**src/rtl/ctrm_pkg.sv**
```systemverilog
package ctrm_pkg;

    localparam int unsigned CTRM_CTR_W  = 128;
    localparam int unsigned CTRM_MEXP_W = 8;
    localparam int unsigned CTRM_BYTE_W = 8;

    // Legal wrap exponent: whole bytes, at least one byte, at most the counter width
    function automatic logic mexp_legal(input logic [CTRM_MEXP_W-1:0] m, input int unsigned ctr_w);
        return (int'(m) % CTRM_BYTE_W == 0) && (int'(m) >= CTRM_BYTE_W) && (int'(m) <= int'(ctr_w));
    endfunction

endpackage

```
**src/rtl/ctrm_mask.sv**
```systemverilog
module ctrm_mask
    import ctrm_pkg::*;
#(
    parameter int unsigned CTR_W  = CTRM_CTR_W,
    parameter int unsigned MEXP_W = CTRM_MEXP_W
) (
    input  logic [MEXP_W-1:0] mexp_i,
    output logic [CTR_W-1:0]  mask_o,
    output logic              legal_o
);
    localparam int unsigned NBYTES = CTR_W / CTRM_BYTE_W;

    assign legal_o = mexp_legal(mexp_i, CTR_W);

    // Byte lane b counts when M reaches past its lowest bit
    for (genvar b = 0; b < NBYTES; b++) begin : g_lane
        assign mask_o[b*CTRM_BYTE_W +: CTRM_BYTE_W] =
            (legal_o && (int'(mexp_i) > b * CTRM_BYTE_W)) ? {CTRM_BYTE_W{1'b1}} : '0;
    end
endmodule

```
**src/rtl/ctrm_step.sv**
```systemverilog
module ctrm_step
    import ctrm_pkg::*;
#(
    parameter int unsigned CTR_W = CTRM_CTR_W
) (
    input  logic [CTR_W-1:0] cur_i,
    input  logic [CTR_W-1:0] mask_i,
    output logic [CTR_W-1:0] nxt_o
);
    logic [CTR_W-1:0] inc;

    // Any carry out of the masked field is discarded by the merge below
    assign inc   = cur_i + CTR_W'(1);
    assign nxt_o = (cur_i & ~mask_i) | (inc & mask_i);
endmodule

```
**src/rtl/ctrm_xor.sv**
```systemverilog
module ctrm_xor
    import ctrm_pkg::*;
#(
    parameter int unsigned CTR_W = CTRM_CTR_W
) (
    input  logic [CTR_W-1:0] ks_i,
    input  logic [CTR_W-1:0] din_i,
    output logic [CTR_W-1:0] dout_o
);
    localparam int unsigned NBYTES = CTR_W / CTRM_BYTE_W;

    for (genvar b = 0; b < NBYTES; b++) begin : g_byte
        assign dout_o[b*CTRM_BYTE_W +: CTRM_BYTE_W] =
            ks_i[b*CTRM_BYTE_W +: CTRM_BYTE_W] ^ din_i[b*CTRM_BYTE_W +: CTRM_BYTE_W];
    end
endmodule

```
**src/rtl/ctrm_counter.sv**
```systemverilog
module ctrm_counter
    import ctrm_pkg::*;
#(
    parameter int unsigned CTR_W  = CTRM_CTR_W,
    parameter int unsigned MEXP_W = CTRM_MEXP_W
) (
    input  logic              clk,
    input  logic              rst_n,
    input  logic              load_i,
    input  logic [CTR_W-1:0]  init_i,
    input  logic [MEXP_W-1:0] mexp_i,
    input  logic              adv_i,
    input  logic [CTR_W-1:0]  ks_i,
    input  logic [CTR_W-1:0]  din_i,
    output logic [CTR_W-1:0]  ctr_o,
    output logic [CTR_W-1:0]  dout_o,
    output logic              m_bad_o
);
    typedef struct packed {
        logic [CTR_W-1:0]  ctr;
        logic [MEXP_W-1:0] mexp;
    } state_t;

    state_t st_d, st_q;

    logic [CTR_W-1:0] mask;
    logic             legal;
    logic [CTR_W-1:0] step_nxt;

    ctrm_mask #(.CTR_W(CTR_W), .MEXP_W(MEXP_W)) i_mask (
        .mexp_i  (st_q.mexp),
        .mask_o  (mask),
        .legal_o (legal)
    );

    ctrm_step #(.CTR_W(CTR_W)) i_step (
        .cur_i  (st_q.ctr),
        .mask_i (mask),
        .nxt_o  (step_nxt)
    );

    ctrm_xor #(.CTR_W(CTR_W)) i_xor (
        .ks_i   (ks_i),
        .din_i  (din_i),
        .dout_o (dout_o)
    );

    always_comb begin
        st_d = st_q;
        if (load_i) begin
            st_d.ctr  = init_i;
            st_d.mexp = mexp_i;
        end else if (adv_i && legal) begin
            st_d.ctr = step_nxt;
        end
    end

    always_ff @(posedge clk or negedge rst_n) begin
        if (!rst_n) begin
            st_q.ctr  <= '0;
            st_q.mexp <= MEXP_W'(CTR_W);
        end else begin
            st_q <= st_d;
        end
    end

    assign ctr_o   = st_q.ctr;
    assign m_bad_o = !legal;

    assert_load_value_R2: assert property (@(posedge clk) disable iff (!rst_n)
        load_i |=> (ctr_o == $past(init_i)));

    assert_upper_fixed_R4: assert property (@(posedge clk) disable iff (!rst_n)
        (adv_i && !load_i) |=> ((ctr_o & ~$past(mask)) == ($past(ctr_o) & ~$past(mask))));

    assert_bad_holds_R7: assert property (@(posedge clk) disable iff (!rst_n)
        (!load_i && m_bad_o) |=> $stable(ctr_o));

    assert_idle_holds_R10: assert property (@(posedge clk) disable iff (!rst_n)
        (!load_i && !adv_i) |=> $stable(ctr_o));

    assert_mask_width_R6: assert property (@(posedge clk) disable iff (!rst_n)
        !m_bad_o |-> ($countones(mask) == int'(st_q.mexp)));
endmodule

```
**config.mk**
```make
export PLATFORM = sky130hd
export DESIGN_NAME = ctrm_counter
export DESIGN_NICKNAME = d
export VERILOG_FILES = /design/src/rtl/ctrm_pkg.sv /design/src/rtl/ctrm_mask.sv /design/src/rtl/ctrm_step.sv /design/src/rtl/ctrm_xor.sv /design/src/rtl/ctrm_counter.sv
export SDC_FILE = /design/constraint.sdc
export NUM_CORES = 1
export LEC_CHECK = 0
export CAP_MARGIN = 20
export CORE_AREA = 2 2 251 253
export CTS_BUF_LIST = sky130_fd_sc_hd__clkbuf_4 sky130_fd_sc_hd__clkbuf_8
export DETAILED_ROUTE_END_ITERATION = 10
export DIE_AREA = 0 0 253 255
export PLACE_DENSITY_LB_ADDON = 0.1
export REMOVE_ABC_BUFFERS = 1
export SLEW_MARGIN = 0
export SYNTH_ARGS = -nofsm -noshare
export SYNTH_HDL_FRONTEND = slang
export SYNTH_SLANG_ARGS = --single-unit
```
**constraint.sdc**
```tcl
create_clock -name clk -period 5.35 [get_ports clk]
set_input_delay 1.07 -clock clk [delete_from_list [all_inputs] [get_ports clk]]
set_output_delay 1.07 -clock clk [all_outputs]
set_load 0.005 [all_outputs]
```
# Word level (Yosys, flattened, before mapping)
# Cells that the tools add are included.
# Widths: inputs -> output; s select.
[word_totals] out_inout_bits=257 regBits=136
[classes] add_sub_neg=1 mux=18 n_reduce_logical=22 n_lt_le_gt_ge=18 n_bitwise=20
[op_table] op="$and 128x128->128" n=2
[op_table] op="$mux 128" n=2
[op_table] op="$add 128x1->128 const B" n=1
[op_table] op="$mux 8" n=16
[op_table] op="$not 128->128" n=1
[op_table] op="$or 128x128->128" n=1
[op_table] op="$xor 8x8->8" n=16
[op_table] op="$gt 8x7->1 const B" n=8
[op_table] op="$gt 8x6->1 const B" n=4
[op_table] op="$logic_not 32->1" n=1
[op_table] op="$logic_and 1x1->1" n=19
[op_table] op="$gt 8x5->1 const B" n=2
[op_table] op="$ge 8x4->1 const B" n=1
[op_table] op="$gt 8x1->1 const B" n=1
[op_table] op="$gt 8x4->1 const B" n=1
[op_table] op="$le 8x8->1 const B" n=1
[op_table] op="$reduce_bool 2->1" n=1
[op_table] op="$logic_not 1->1" n=1

# Depth between registers and ports, before layout
# Gate-level depths: netlist of the first run.
[depth] depth_word=10 ltp_mapped=10 depth_no_buf=7

# Cells and area by module
# From an unflattened synthesis of the first run, not the netlist that was laid out.
[hier_totals] hier_cells=1676 hier_area_um2=13713.2
[modules_own_cells] mod="ctrm_counter" seq_area_each_um2=3404.5 cells_each=871 area_per_inst_um2=8127.8 instances=1
[modules_own_cells] mod="ctrm_step" seq_area_each_um2=0.0 cells_each=517 area_per_inst_um2=3284.4 instances=1
[modules_own_cells] mod="ctrm_mask" seq_area_each_um2=0.0 cells_each=160 area_per_inst_um2=1179.9 instances=1
[modules_own_cells] mod="ctrm_xor" seq_area_each_um2=0.0 cells_each=128 area_per_inst_um2=1121.1 instances=1

# Least setup slack after synthesis of the first run
# OpenSTA, ideal clock, no wires.
[synth_path] path_kind="register to output" startpoint="reg st_q[3] in the netlist's numbering" endpoint="out m_bad_o" path_slack_ns=2.543 required_time_ns=4.280 path_stages_with_launch=7 t_arrival_ns=1.737 path_cell_list="dfrtp_1 > clkbuf_1 > nor4_4 > xnor2_1 > clkbuf_1 > clkbuf_1 > nand2_1"
[synth_via] elab_chain_cells=4 elab_cells_between_ends=5 cone_classes="2 x order compare; 3 x reduce/logical"
[synth_rtl] element="from (decl)" line="ctrm_counter.sv:24" source="state_t st_d, st_q;"
[synth_rtl] element="from (signal assigned)" line="ctrm_counter.sv:63" source="st_q <= st_d;"
[synth_rtl] element="$ge 8x4->1" line="ctrm_pkg.sv:9" source="return (int'(m) % CTRM_BYTE_W == 0) && (int'(m) >= CTRM_BYTE_W) && (int'(m) <= int'(ctr_w));"
[synth_rtl] element="$logic_and 1x1->1" line="ctrm_pkg.sv:9"
[synth_rtl] element="$logic_and 1x1->1 (*)" line="ctrm_pkg.sv:9"
[synth_rtl] element="$logic_not 1->1 (*)" line="ctrm_counter.sv:68" source="assign m_bad_o = !legal;"
[synth_rtl] element="to (decl)" line="ctrm_counter.sv:17" source="output logic m_bad_o"
# Every way passes the cells marked *; elsewhere a longest branch is shown, timed or not.

# Final worst setup path of the first run
[layout_path] startpoint="reg st_q[4] in the netlist's numbering" endpoint="out m_bad_o"
# The elaborated chain is that of the path after synthesis.

==> results of run 1 <==
[metrics by stage]
| step | util | area, um2 | std cells | power, mW | hold WS [ns] |
|---|---|---|---|---|---|
| 5_1_grt | 0.2982 | 18540 | 2755 | 3.750 | 0.5022 |
| 6_report | 0.2983 | 18550 | 2758 | 3.558 | 0.4867 |
| 4_1_cts | 0.2982 | 18540 | 2754 | 3.622 | 0.4712 |
| 3_5_place_dp | 0.2913 | 18110 | 2723 | 2.569 | 0.5769 |
| 3_3_place_gp | 0.2912 | 18100 | 2722 | 2.563 | 0.5457 |
| 2_1_floorplan | - | 10350 | 1243 | 1.610 | 0.5369 |
[per-layer routing]
metal / routed length (um) / part of all wire
met1: 26050 / 0.42
met2: 29790 / 0.48
met3: 5278 / 0.085
met4: 1169 / 0.019
met5: 68 / 0.0011
[placed cells by master (no fill, tap or decap), types with 5 or more instances in the layout]
cell type        synthesis  final
clkdlybuf4s50_1          0    650
nand2_1                152    152
xor2_1                 148    148
dfrtp_1                135    135
nand3_1                 97     97
o21ai_0                 83     83
nor4_1                  76     75
nand4_1                 73     73
nor2_1                  70     70
nor3_1                  58     58
xnor2_1                 51     51
buf_4                    1     29
a22oi_1                 28     28
inv_1                   26     26
a21oi_1                 22     22
and3_1                  22     22
clkbuf_8                 0     21
or3_1                   20     20
mux2_2                  18     18
or4_1                   14     14
a31oi_1                 14     14
a221o_1                 13     13
and4_1                  12     12
o211ai_1                11     11
o311ai_0                 8      8
mux2i_1                  8      8
nor4_2                   6      7
o22ai_1                  6      6
or2_2                    5      5
and2_1                   5      5
nor2b_1                  5      5
nor4b_1                  5      5
[cell families after synthesis]
group,count (synthesis)
DFF,136
buffers and inverters,87
AOI/OAI and AO/OA,214
muxes,26
and+or+nand+nor,641
xor gates and xnor gates,199
adders and majority gates,1
[worst max-delay path, stage by stage (launching register included)]
cell	delay, ns
dfrtp_1	0.57
nor4_4	0.56
xnor2_1	0.20
nand2_1	0.12
clkdlybuf4s50_1	0.52
[worst min-delay path by stage]
| stage | startpoint | endpoint | slack [ns] | cells after the start |
|---|---|---|---|---|
| after floorplan | flip-flop | flip-flop | 0.54 | 2 |
| after global placement | flip-flop | flip-flop | 0.55 | 2 |
| after detailed placement | flip-flop | flip-flop | 0.58 | 2 |
| after CTS | rst_n | asynchronous set/reset pin | 0.47 | 1 |
| after global routing | rst_n | asynchronous set/reset pin | 0.50 | 1 |
| final | rst_n | asynchronous set/reset pin | 0.49 | 1 |
[cell type report]
cell class	count	area, um2	area share
antenna	4	10.01	0.0005397
clock inverter	7	116.4	0.006274
sequential	136	3405	0.1836
inverter	26	97.59	0.005262
clock buffer	24	311.5	0.01680
timing repair buffer	681	6755	0.3643
multi-input combinational	1081	6850	0.3694
tap	799	999.7	0.05391
[power by group]
group | internal, mW | switching, mW | total (mW)
sequential | 1.13 | 0.206 | 1.33
combinational | 0.744 | 0.457 | 1.20
clock | 0.523 | 0.503 | 1.03
total | 2.39 | 1.17 | 3.56
==> impl_metrics.tcl, run 1 <==
set metrics [dict create \
    end_kind "output pin" \
    synth.top_cells.by_area "dfrtp_1 (32%), xor2_1 (12%), nand2_1 (5.4%)" \
    root_buffer "clkbuf_8" \
    clk_latency_ns 0.58 \
    fillCellCount 6660 \
    yosys_register_bits 136 \
    crit_start "st_q[4]" \
    gr-usage-met2 0.3065 \
    synth_top_area_frac 0.3191 \
    numCtsBuffers 17 \
    syn_inst 1304 \
    synthSimpleGateAreaFrac 0.3230 \
    coreArea_um2 62160 \
    grt.met3_usage 0.06478 \
    synth-xor-area-share 0.1647 \
    slew_viol_final 0 \
    r2r_cells 7 \
    initial_core_util 0.1703 \
    synth_top_cell_by_area "dfrtp_1" \
    critPathRequiredTime_ns 4.28 \
    crit_arrival_ns 2.54 \
    path_class "reg -> out" \
    rows 92 \
    synth-adder-area-share 0.001182 \
    rrSetupSlack_ns 1.94 \
    nets 2340 \
    start_kind "flip-flop" \
    power.leakage_nw 6.530 \
    powerDensity_nw_per_um2 191.9 \
    clock_path_buffers 2 \
    routedWlPerCell_um 22.61 \
    route.vias.total 13050 \
    grt_pass1_vias 13030 \
    fin_skew_ns 0.02204 \
    ant_nets 0 \
    synth_seq_area_share 0.3216 \
    synth-compound-area-share 0.1310 \
    yosys_warnings 0 \
    synth.top_cells.by_count "nand2_1 (152), xor2_1 (148), dfrtp_1 (135)" \
    cts_tree "done" \
    gp_congestion 0.8578 \
    dpl_worst_slack_ns 1.858 \
    overflow 0 \
    syn_area_um2 10590 \
    period_share 0.6752 \
    vias_per_cell 4.733 \
    syn_avg_cell_area_um2 8.117 \
    clock-sinks 136 \
    path_max_fanout 13 \
    async_flop_share 1.000 \
    synth_top_family_by_area "simple AND/OR/NAND/NOR gates" \
    busiest_layer "met2" \
    synth_ff_type "dfrtp_1" \
    dp_hpwl_mm 49.91 \
    drv_cap 0 \
    grt_use_total 0.1868 \
    max_freq_ghz 0.2768 \
    final_hold_viol_count 0 \
    die_h_um 255 \
    drive_above_1_share 0.05217 \
    die_area_um2 64520 \
    worst_slack_ns 1.738 \
    io_pins 653 \
    min_path_type "in -> async" \
    grt_max_degree 129 \
    syn_to_final_growth_pct 75.20 \
    drt_pass1_iterations 5 \
    yosysMostFrequentCell "nand2_1" \
    setup_viol 0 \
    cts_hold_buf 0 \
    synthMuxAreaShare 0.02671 \
    synth_cell_types 65 \
    grt_pass1_wl_mm 88.11 \
    route.detailed.drc 0 \
    antenna_found_initial 9 \
    postCtsSetupBuffers 0 \
    synth_edf_count 0 \
    rsz0062_at_grt "no" \
    fin_crit_ns 3.612 \
    use_met1 0.2306 \
    cp-endpoint "m_bad_o" \
    status "complete, no violations" \
    peakVddDrop_mv 0.2056 \
    clk_pin_slew_ns 0.08 \
    first_iter_violations 852 \
    wirelength_mm 62.36 \
    ctsHtreeMaxLevel 4 \
    tns_ns 0 \
    tightest_slew_ns 1.099 \
    die_w_um 253 \
    maxSlewHeadroom 0.2674 \
    portBuffers 652 \
    cts-resized-gates 0 \
]
(Power assumes the default switching activity.)
==> run 2: changes to the inputs <==
Settings changed: CORE_AREA 2 2 251 253 to 2 2 253 255, DIE_AREA 0 0 253 255 to 0 0 255 257.
Clock period 5.35 ns to 3.75 ns, I/O delays scaled along.
==> run 2 against run 1 <==
Total power is 39% higher. Sequential share of layout area fell by 0.35 points. Die area increased by 1.6%. Sequential power rose by 42%. Clock skew decreased by 0.0028 ns. Combinational power grew 47%.
==> impl_metrics.tcl, run 2 (same netlist as run 1, synthesis figures left out) <==
set metrics [dict create \
    max_freq_ghz 0.2884 \
    critPathMaxStageDelay_ns 0.67 \
    layout_common_cells "clkdlybuf4s50_1 (650), nand2_1 (152), xor2_1 (148), dfrtp_1 (135), nand3_1 (97)" \
    slew_viol_final 0 \
    route.detailed.drc 0 \
    cts_hold_buf 0 \
    die_h_um 257 \
    p_int_mw 3.347 \
    tns_ns 0 \
    wirelength_mm 64.32 \
    fin_skew_ns 0.01926 \
    ctsHtreeMaxLevel 4 \
    sw_frac_of_total 0.3240 \
    overflow 0 \
    worst_slack_ns 0.2821 \
    root_buffer "clkbuf_8" \
    coreArea_um2 62740 \
    p_comb_frac 0.356 \
    peakVddDrop_mv 0.2396 \
    crit_arrival_ns 2.72 \
    cts_tree "done" \
    portBuffers 652 \
    grt_use_total 0.1899 \
    fin_crit_ns 3.468 \
    clk_latency_ns 0.52 \
    maxSlewHeadroom 0.2551 \
    crit_chain "nor4_4 > xnor2_1 > nand2_1 > clkdlybuf4s50_1" \
    initial_core_util 0.1687 \
    antenna_found_initial 12 \
    period_share 0.9248 \
    io_pins 653 \
    power.leakage_nw 6.728 \
    drv_cap 0 \
    end_kind "output pin" \
    vias_per_cell 4.657 \
    final_hold_viol_count 0 \
    status "complete, no violations" \
    clk_pin_slew_ns 0.08 \
    syn_to_final_growth_pct 78.57 \
    start_kind "flip-flop" \
    die_w_um 255 \
    p_sw_mw 1.604 \
    min_path_type "in -> async" \
    drt_pass1_iterations 5 \
    dp_hpwl_mm 51.99 \
    grt_pass1_vias 13150 \
    powerDensity_nw_per_um2 261.9 \
    tightest_slew_ns 1.112 \
    dpl_worst_slack_ns 0.5896 \
    fillCellCount 6732 \
    gp_congestion 0.8595 \
    postCtsSetupBuffers 0 \
    critPathRequiredTime_ns 3.00 \
    cts-resized-gates 0 \
    path_class "reg -> out" \
    clkPwrFrac 0.263 \
    rows 92 \
    numCtsBuffers 17 \
    slowest_stage "dfrtp_1" \
    final_common_cell "clkdlybuf4s50_1" \
    grt_pass1_wl_mm 91.31 \
    clock-sinks 136 \
    drive_above_1_share 0.07168 \
    die_area_um2 65540 \
    grt_max_degree 79 \
    setup_viol 0 \
    rsz0062_at_grt "no" \
    first_iter_violations 803 \
    ant_nets 0 \
    clock_path_buffers 2 \
    nets 2381 \
    p_seq_frac 0.381 \
    routedWlPerCell_um 22.62 \
    route.vias.total 13250 \
    path_max_fanout 15 \
]
[run 2: final timing paths]
check	start	to	slack, ns	cells after the start
setup / recovery	st_q[6]	m_bad_o	0.28	4
hold / removal	rst_n	asynchronous set/reset pin	0.11	1
setup reg to reg	flip-flop	flip-flop	0.69	8
hold reg to reg	flip-flop	flip-flop	0.60	2
max in group asynchronous	rst_n	asynchronous set/reset pin	2.76	2
min in group clk	flip-flop	flip-flop	0.60	2
[run 2: power by group through the flow]
stage	Sequential [mW]	Clock, mW	Combinational [mW]
detailed placement	1.91	0	1.79
global route	1.92	1.40	1.90
floorplan	1.84	0	0.460
CTS	1.89	1.35	1.80
global placement	1.91	0	1.78
finish	1.89	1.30	1.76
[run 2: through the flow]
step                      cell area [um2]    util  hold slack (ns)  cells  total power, mW
after floorplan                     10350       -           0.4544   1243            2.297
after global placement              18510  0.2950           0.5563   2811            3.693
after detailed placement            18510  0.2950           0.5891   2811            3.699
after CTS                           18890  0.3012          0.08393   2841            5.036
after global routing                18900  0.3012           0.1106   2842            5.217
final                               18900  0.3013           0.1133   2844            4.951
[run 2: critical path: cells and delay by family (launching register included)]
kind / cells / cell delay [ns]
buf+inv: 1 / 0.52
xor+xnor: 1 / 0.65
simple gates: 2 / 0.37
flops: 1 / 0.67
[run 2: layout make-up]
cell class,instances,area [um2],share of cell area
Clock inverter,2,35.03,0.001853
Inverter,26,97.59,0.005163
Multi-Input combinational cell,1081,6857,0.3627
Antenna cell,3,7.507,0.0003972
Sequential cell,136,3405,0.1801
Timing Repair Buffer,722,7088,0.3750
Tap cell,846,1059,0.05600
Clock buffer,28,354.1,0.01873
[run 2: per-layer routing]
metal  up-vias  global-route usage  share of wire
met4        18             0.06157          0.025
met3        86             0.05270          0.078
li1       6215                   -              -
met5         -                   0         0.0016
met2       543              0.3137           0.48
met1      6383              0.2371           0.42
